<file path="config.mk">
export PLATFORM = sky130hd
export DESIGN_NAME = wake_irq_ctrl
export DESIGN_NICKNAME = d
export VERILOG_FILES = /design/src/rtl/wic_pkg.sv /design/src/rtl/wic_ctrl.sv /design/src/rtl/wic_line.sv /design/src/rtl/wake_irq_ctrl.sv
export SDC_FILE = /design/constraint.sdc
export NUM_CORES = 1
export LEC_CHECK = 0
export ABC_AREA = 1
export BUFFER_PORTS_ARGS = -buffer_cell sky130_fd_sc_hd__buf_2
export CORE_ASPECT_RATIO = 0.6
export CORE_MARGIN = 1
export CORE_UTILIZATION = 52
export DETAILED_ROUTE_END_ITERATION = 10
export PLACE_DENSITY = 0.81
export SYNTH_ARGS = -nofsm -noshare
export SYNTH_HDL_FRONTEND = slang
export SYNTH_SLANG_ARGS = --single-unit
</file>
<file path="constraint.sdc">
create_clock -name clk_i -period 1.7 [get_ports clk_i]
set_clock_uncertainty 0.1 [all_clocks]
set_input_delay 0.17 -clock clk_i [delete_from_list [all_inputs] [get_ports clk_i]]
set_output_delay 0.17 -clock clk_i [all_outputs]
set_load 0.1 [all_outputs]
</file>
<file path="src/rtl/wic_pkg.sv">
package wic_pkg;
  typedef enum logic {
    WIC_RUN   = 1'b0,
    WIC_SLEEP = 1'b1
  } wic_state_e;
endpackage

</file>
<file path="src/rtl/wic_ctrl.sv">
module wic_ctrl
  import wic_pkg::*;
(
  input  logic clk_i,
  input  logic rst_ni,
  input  logic sleep_i,
  input  logic ack_i,
  output logic capture_o,
  output logic clear_o,
  output logic armed_o
);
  wic_state_e state_q, state_d;

  // ack dominates; entry only from run
  assign clear_o   = ack_i;
  assign capture_o = (state_q == WIC_RUN) && sleep_i && !ack_i;
  assign armed_o   = (state_q == WIC_SLEEP);

  always_comb begin
    state_d = state_q;
    if (clear_o)        state_d = WIC_RUN;
    else if (capture_o) state_d = WIC_SLEEP;
  end

  always_ff @(posedge clk_i or negedge rst_ni) begin
    if (!rst_ni) state_q <= WIC_RUN;
    else         state_q <= state_d;
  end
endmodule

</file>
<file path="src/rtl/wic_line.sv">
module wic_line (
  input  logic clk_i,
  input  logic rst_ni,
  input  logic capture_i,
  input  logic clear_i,
  input  logic armed_i,
  input  logic elig_i,
  input  logic irq_i,
  output logic mask_o,
  output logic cause_o
);
  logic mask_q, hit_q, hit_now;

  // level path: usable with clocks stopped
  assign hit_now = armed_i && mask_q && irq_i;
  assign cause_o = hit_q || hit_now;
  assign mask_o  = mask_q;

  always_ff @(posedge clk_i or negedge rst_ni) begin
    if (!rst_ni) begin
      mask_q <= 1'b0;
      hit_q  <= 1'b0;
    end else if (clear_i) begin
      mask_q <= 1'b0;
      hit_q  <= 1'b0;
    end else if (capture_i) begin
      mask_q <= elig_i;
      hit_q  <= 1'b0;
    end else if (hit_now) begin
      hit_q  <= 1'b1;
    end
  end
endmodule

</file>
<file path="src/rtl/wake_irq_ctrl.sv">
module wake_irq_ctrl #(
  parameter int NUM_LINES = 32
) (
  input  logic                 clk_i,
  input  logic                 rst_ni,
  input  logic [NUM_LINES-1:0] irq_i,
  input  logic [NUM_LINES-1:0] elig_i,
  input  logic                 sleep_i,
  input  logic                 ack_i,
  output logic                 wake_o,
  output logic [NUM_LINES-1:0] cause_o
);
  localparam int LastLine = NUM_LINES - 1;

  logic                 capture, clear, armed;
  logic [LastLine:0]    mask_q;

  wic_ctrl u_ctrl (
    .clk_i    (clk_i),
    .rst_ni   (rst_ni),
    .sleep_i  (sleep_i),
    .ack_i    (ack_i),
    .capture_o(capture),
    .clear_o  (clear),
    .armed_o  (armed)
  );

  for (genvar g = 0; g < NUM_LINES; g++) begin : g_line
    wic_line u_line (
      .clk_i    (clk_i),
      .rst_ni   (rst_ni),
      .capture_i(capture),
      .clear_i  (clear),
      .armed_i  (armed),
      .elig_i   (elig_i[g]),
      .irq_i    (irq_i[g]),
      .mask_o   (mask_q[g]),
      .cause_o  (cause_o[g])
    );
  end

  assign wake_o = |cause_o;
endmodule

</file>
==> run_results.csv, run 1 <==
group,metric,value,unit
run_status,status,"complete, but fails checks",
run_status,violations,"negative setup slack",
logic_synthesis,synth_top_area_cell,"dfrtp_1",
sta,fin_crit_sh,137,%
setup_path,cp_top_family,"simple AND/OR/NAND/NOR gates",
clocking,clock_sinks,65,
sta,maxSlewViolCount,0,
power,p_switching,1310,µW
global_route,grt_pass1_wl,14500,µm
routing,wl_met1,3850,µm
power,p_leak,0.00254,µW
logic_synthesis,synth_area_per_cell,8.47,µm²
routing,highest_layer,"met4",
clocking,cts-root-buf,"clkbuf_8",
clocking,clk_pin_slew,70,ps
clocking,cts_tree,"yes",
clocking,clockBufferDepth,2,
sta,fin_setup_tns,-1120,ps
setup_path,crit_path_cell_trace,"buf_12 > nand3_2 > nand2_2 > inv_1 > nand2_1 > nor2_1 > nand2_1 > nor2_2 > nand2_2 > buf_12",
placement,pre_cts_ws,-50.6,ps
global_route,antenna_found_initial,0,
floorplan,initial_core_util,54.4,%
global_route,grt_max_degree,72,
routing,wl_met2,4780,µm
setup_path,crit_slowest_cell,"dfrtp_2",
logic_synthesis,syn_area,3350,µm²
sta,worst_slack,-628,ps
placement,gp_congestion,0.792,
routing,postRouteAntennaNets,0,
power,power.internal,2850,µW
power,netSwitchingFraction,31.5,%
routing,initialDrtViolationCount,169,
setup_path,cp_max_fo,14,
sta,fin_crit,2330,ps
routing,route.met3.wl,787,µm
routing,wl_per_cell,15.8,µm
routing,routed_wl,9770,µm
sta,holdWs,9.79,ps
logic_synthesis,ys_seq_area_share,48.5,%
final_layout,area_growth,51.3,%
setup_path,worst_ep_required_time,1430,ps
logic_synthesis,ys_types,18,
final_layout,final_common_cell,"inv_1",
min_path,min_path_type,"in -> reg",
floorplan,core_area,6170,µm²
logic_synthesis,syn-num-nets,464,
logic_synthesis,synth_top_cell_area_share,48.5,%
setup_path,end_kind,"output port",
floorplan,dieArea,6790,µm²
sta,timing.fmax,0.430,GHz
clocking,h-tree-depth,3,
placement,hpwl,5610,µm
setup_path,slowest_delay,450,ps
setup_path,criticalPathCategory,"reg -> out",
routing,via_per_inst,5.00,
routing,drt-pass1-iter-count,5,
sta,setup_viol,15,
floorplan,io_pins,101,
sta,hold_violations,0,
power,cellPowerDensity,819,nW/µm²
floorplan,die_x,106,µm
floorplan,num_rows,22,
sta,rsz0062_at_grt,"true",
setup_path,crit_arrival,2060,ps
power,clkPwrFrac,33.3,%
clocking,cts_made_buffers,9,
clocking,clock_latency,350,ps
final_layout,drive_gt1_share,42.0,%
min_path,hold_depth,3,
sta,tightest_slew,363,ps
placement,io_buffers,100,
logic_synthesis,synth.area.top_cells,"dfrtp_1, inv_1, buf_4",
setup_path,worst_setup_path_start_kind,"flop",
final_layout,diodes,0,
flow_run,cap_violations,0,
logic_synthesis,ys_ff_latch,65,
logic_synthesis,yosys_warnings,0,
final_layout,fin_nets,599,
setup_path,crit_cells,10,
routing,vias,3102,
power,total_power,4160,µW
global_route,grt_pass1_vias,3092,
floorplan,die_h,64.2,µm
sta,relSlewSlack,75.8,%
routing,drc,0,
power,seq_power_share,40.5,%
power,peakVddDrop,458,µV
power,p_comb_share,26.2,%
setup_path,path_buf_inv,3,
global_route,grt_util_all_layers,28.4,%
global_route,gr-total-overflow,0,
final_layout,mostFrequentLayoutCells,"inv_1, buf_2, dfrtp_1, nand3_1, buf_12",
setup_path,r2r_cells,5,
logic_synthesis,syn_inst,396,
worst paths after layout:
kind	startpoint	endpoint	slack [ps]
worst max-delay path	u_ctrl.armed_o$_DFFE_PN0N_	wake_o	-630
min in group asynchronous	rst_ni	g_line[20].u_line.mask_o$_DFFE_PN0N_	230
worst max register to register	u_ctrl.armed_o$_DFFE_PN0N_	g_line[3].u_line.mask_o$_DFFE_PN0N_	120
worst min register to register	g_line[22].u_line.hit_q$_DFFE_PN0P_	g_line[22].u_line.hit_q$_DFFE_PN0P_	430
max in group asynchronous	rst_ni	u_ctrl.armed_o$_DFFE_PN0N_	940
worst min-delay path	irq_i[20]	g_line[20].u_line.hit_q$_DFFE_PN0P_	10
flip-flops by register name (all words and copies together) (netlist names):
name / count
g_line.u_line.hit_q: 32
g_line.u_line.mask_o: 32
u_ctrl.armed_o: 1
layout make-up:
type	count	area, µm²
fillers	341	1090
multi-input cells	192	1100
flip-flops and latches	65	1630
repair buffers	173	1700
well taps	84	105
clock inverters	2	35.0
inverters	90	338
clock buffers	14	173
routing by layer:
layer	track usage, %	up-vias
li1	-	1438
met1	33.7	1445
met2	49.3	180
met3	10.6	39
met4	6.94	0
met5	0	-
worst min-delay path, stage by stage:
cell and delay (ps):
buf_2 110, nand3_2 80, a21oi_1 60
cell families (layout without fill, tap and decap cells):
kind of cell | Yosys count | in the layout | share of synthesized area [%]
AND/OR/NAND/NOR | 151 | 151 | 24.0
buffers and inverters | 139 | 279 | 21.1
flip-flops | 65 | 65 | 48.5
AO/OA/AOI/OAI | 41 | 41 | 6.45
through the flow:
stage | area, µm² | instances | utilization [%]
after CTS | 4990 | 618 | 80.9
final | 5070 | 620 | 82.3
after detailed placement | 4420 | 568 | 71.7
after floorplan | 3360 | 396 | -
after global routing | 5070 | 620 | 82.3
after global placement | 4420 | 568 | 71.7
synthesized netlist by cell type:
master / number
clkbuf_1: 5
buf_2: 6
nor2_1: 38
nand2_2: 20
dfrtp_1: 65
buf_4: 32
buf_6: 4
o21ai_4: 1
buf_12: 1
o21ai_0: 32
inv_1: 78
inv_2: 12
buf_8: 1
a21oi_1: 8
nand3_2: 21
nand4_1: 1
nand2_1: 28
nand3_1: 43
power groups by stage:
stage	combinational [µW]	sequential (µW)	clock (µW)
6_report	1090	1680	1380
5_1_grt	1150	1690	1480
4_1_cts	1040	1680	1380
3_3_place_gp	950	1700	0
2_1_floorplan	607	1690	0
3_5_place_dp	967	1700	0
what timing repair did:
item / in CTS / in global routing
pin swaps: 0 / 2
hold endpoints to repair: 97 / 0
gates resized for setup: 9 / 16
endpoints found under the setup margin: 9 / 26
hold buffers: 34 / 0
buffers inserted: 0 / 2
(Power assumes the default switching activity.)
==> inputs of run 2 (changes only) <==
- CORE_UTILIZATION: 52 -> 53
- CTS_BUF_LIST: not set -> sky130_fd_sc_hd__clkbuf_2 sky130_fd_sc_hd__clkbuf_4 sky130_fd_sc_hd__clkbuf_8
- PLACE_DENSITY: 0.81 -> 0.82
==> run 2 against run 1 <==
Effect of this change: the flow still finishes with violations (negative setup slack); global-route usage is 3.3 points higher; fmax down 0.35%; critical path depth did not move; die area decreased by 1.8%; final area rose by 1.5%; total power increased by 0.41%; largest power group unchanged; highest routed layer unchanged.
==> run_results.csv, run 2 (synthesized netlist as in run 1, its figures left out) <==
group,metric,value,unit
routing,via_per_inst,5.32,
floorplan,die_h,63.6,µm
clocking,clockBufferDepth,2,
sta,timing.fmax,0.428,GHz
routing,routed_wl,11200,µm
placement,gp_congestion,0.811,
final_layout,area_growth,53.6,%
sta,worst_slack,-636,ps
global_route,grt_pass1_wl,15700,µm
power,cellPowerDensity,810,nW/µm²
power,power.internal,2830,µW
floorplan,dieArea,6660,µm²
sta,fin_crit_sh,137,%
power,seq_power_share,40.5,%
clocking,clock_sinks,65,
placement,hpwl,5900,µm
routing,postRouteAntennaNets,0,
floorplan,io_pins,101,
clocking,clock_latency,360,ps
power,p_leak,0.00255,µW
setup_path,criticalPathCategory,"reg -> out",
clocking,h-tree-depth,3,
global_route,antenna_found_initial,0,
sta,rsz0062_at_grt,"true",
global_route,gr-total-overflow,0,
floorplan,die_x,105,µm
placement,io_buffers,100,
setup_path,cp_max_fo,10,
routing,drt-pass1-iter-count,6,
sta,hold_violations,0,
setup_path,crit_arrival,2070,ps
placement,pre_cts_ws,-70.3,ps
power,clkPwrFrac,32.4,%
global_route,grt_max_degree,49,
routing,initialDrtViolationCount,287,
setup_path,worst_setup_path_start_kind,"flop",
power,p_switching,1350,µW
flow_run,cap_violations,0,
final_layout,diodes,0,
sta,tightest_slew,486,ps
power,p_comb_share,27.1,%
sta,relSlewSlack,67.6,%
power,netSwitchingFraction,32.3,%
global_route,grt_pass1_vias,3239,
clocking,cts_made_buffers,9,
sta,setup_viol,29,
sta,holdWs,1.66,ps
min_path,min-delay-start,"irq_i[0]",
run_status,violations,"negative setup slack",
routing,drc,0,
routing,wl_per_cell,18.1,µm
final_layout,drive_gt1_share,44.7,%
clocking,cts_tree,"yes",
clocking,cts-root-buf,"clkbuf_8",
routing,vias,3301,
setup_path,worst_ep_required_time,1430,ps
final_layout,mostFrequentLayoutCells,"inv_1, buf_2, dfrtp_1, buf_12, dlygate4sd3_1",
floorplan,num_rows,22,
min_path,min_path_type,"in -> reg",
sta,maxSlewViolCount,0,
final_layout,fill_cells,323,
setup_path,end_kind,"output port",
setup_path,worstSetupStartpoint,"u_ctrl.armed_o$_DFFE_PN0N_",
run_status,status,"complete, but fails checks",
floorplan,core_area,6110,µm²
final_layout,fin_nets,601,
final_layout,final_common_cell,"inv_1",
sta,fin_setup_tns,-1900,ps
setup_path,reg2reg_from,"u_ctrl.armed_o$_DFFE_PN0N_",
sta,fin_crit,2340,ps
clocking,clk_pin_slew,70,ps
floorplan,initial_core_util,54.9,%
global_route,grt_util_all_layers,31.7,%
power,peakVddDrop,422,µV
==> run 2: cell types whose count changed in the layout (fill, tap and decap cells not counted), sizes merged <==
| cell | delta |
|---|---|
| clkbuf | -1 |
| clkinv | +1 |
| dlygate4sd3 | +1 |
==> run 2: through the flow <==
stage | utilization (%) | power (µW) | instance area, µm² | instances
2_1_floorplan | - | 2300 | 3360 | 396
6_report | 84.3 | 4170 | 5150 | 621
5_1_grt | 84.3 | 4300 | 5150 | 621
4_1_cts | 81.9 | 4070 | 5000 | 619
3_3_place_gp | 72.4 | 2650 | 4430 | 569
3_5_place_dp | 72.4 | 2680 | 4430 | 569
==> run 2: metal layers <==
| layer | vias to the layer above | share of wire, % | GRT usage [%] |
|---|---|---|---|
| li1 | 1446 | - | - |
| met1 | 1583 | 39 | 36.3 |
| met2 | 222 | 49 | 54.9 |
| met3 | 50 | 8.8 | 9.63 |
| met4 | 0 | 4.1 | 15.1 |
| met5 | - | 0 | 0 |
==> run 2: layout make-up <==
| class | count | area, µm² | share of cell area, % |
|---|---|---|---|
| clock buffer | 12 | 159 | 3.08 |
| clock inverter | 3 | 40.0 | 0.777 |
| inverter | 90 | 338 | 6.56 |
| multi-input combinational | 192 | 1130 | 22.0 |
| sequential | 65 | 1630 | 31.6 |
| tap | 84 | 105 | 2.04 |
| timing repair buffer | 175 | 1750 | 33.9 |
==> run 2: power groups by stage <==
stage	sequential [µW]	combinational (µW)	clock (µW)
after floorplan	1690	607	0
after global placement	1700	952	0
after detailed placement	1710	970	0
after CTS	1680	1050	1350
after global routing	1690	1180	1430
final	1690	1130	1350
==> run 2: final timing paths <==
path                            cells after the start                                   to  slack [ps]
max in group asynchronous                           3           u_ctrl.armed_o$_DFFE_PN0N_         820
min in group asynchronous                           3  g_line[6].u_line.mask_o$_DFFE_PN0N_         280
worst max register to register                      6  g_line[7].u_line.mask_o$_DFFE_PN0N_         -60
worst min-delay path                                3   g_line[0].u_line.hit_q$_DFFE_PN0P_           2
worst max-delay path                               10                               wake_o        -640
worst min register to register                      2   g_line[0].u_line.hit_q$_DFFE_PN0P_         440
==> run 2: worst max-delay path, stage by stage (launching register included) <==
cell	delay (ps)
dfrtp_2	470
clkbuf_16	200
nand3_2	90
nand2_2	80
inv_1	110
nand2_1	110
nor2_1	150
nand2_1	100
nor2_2	130
nand2_2	90
buf_12	170
==> run 2: timing repair <==
action,CTS,global route
cloned,0,1
setup buffers,0,1
endpoints found under the hold margin,98,0
pin swaps,0,4
hold buffers,35,0
endpoints found under the setup margin,10,27
gates resized for setup,7,41
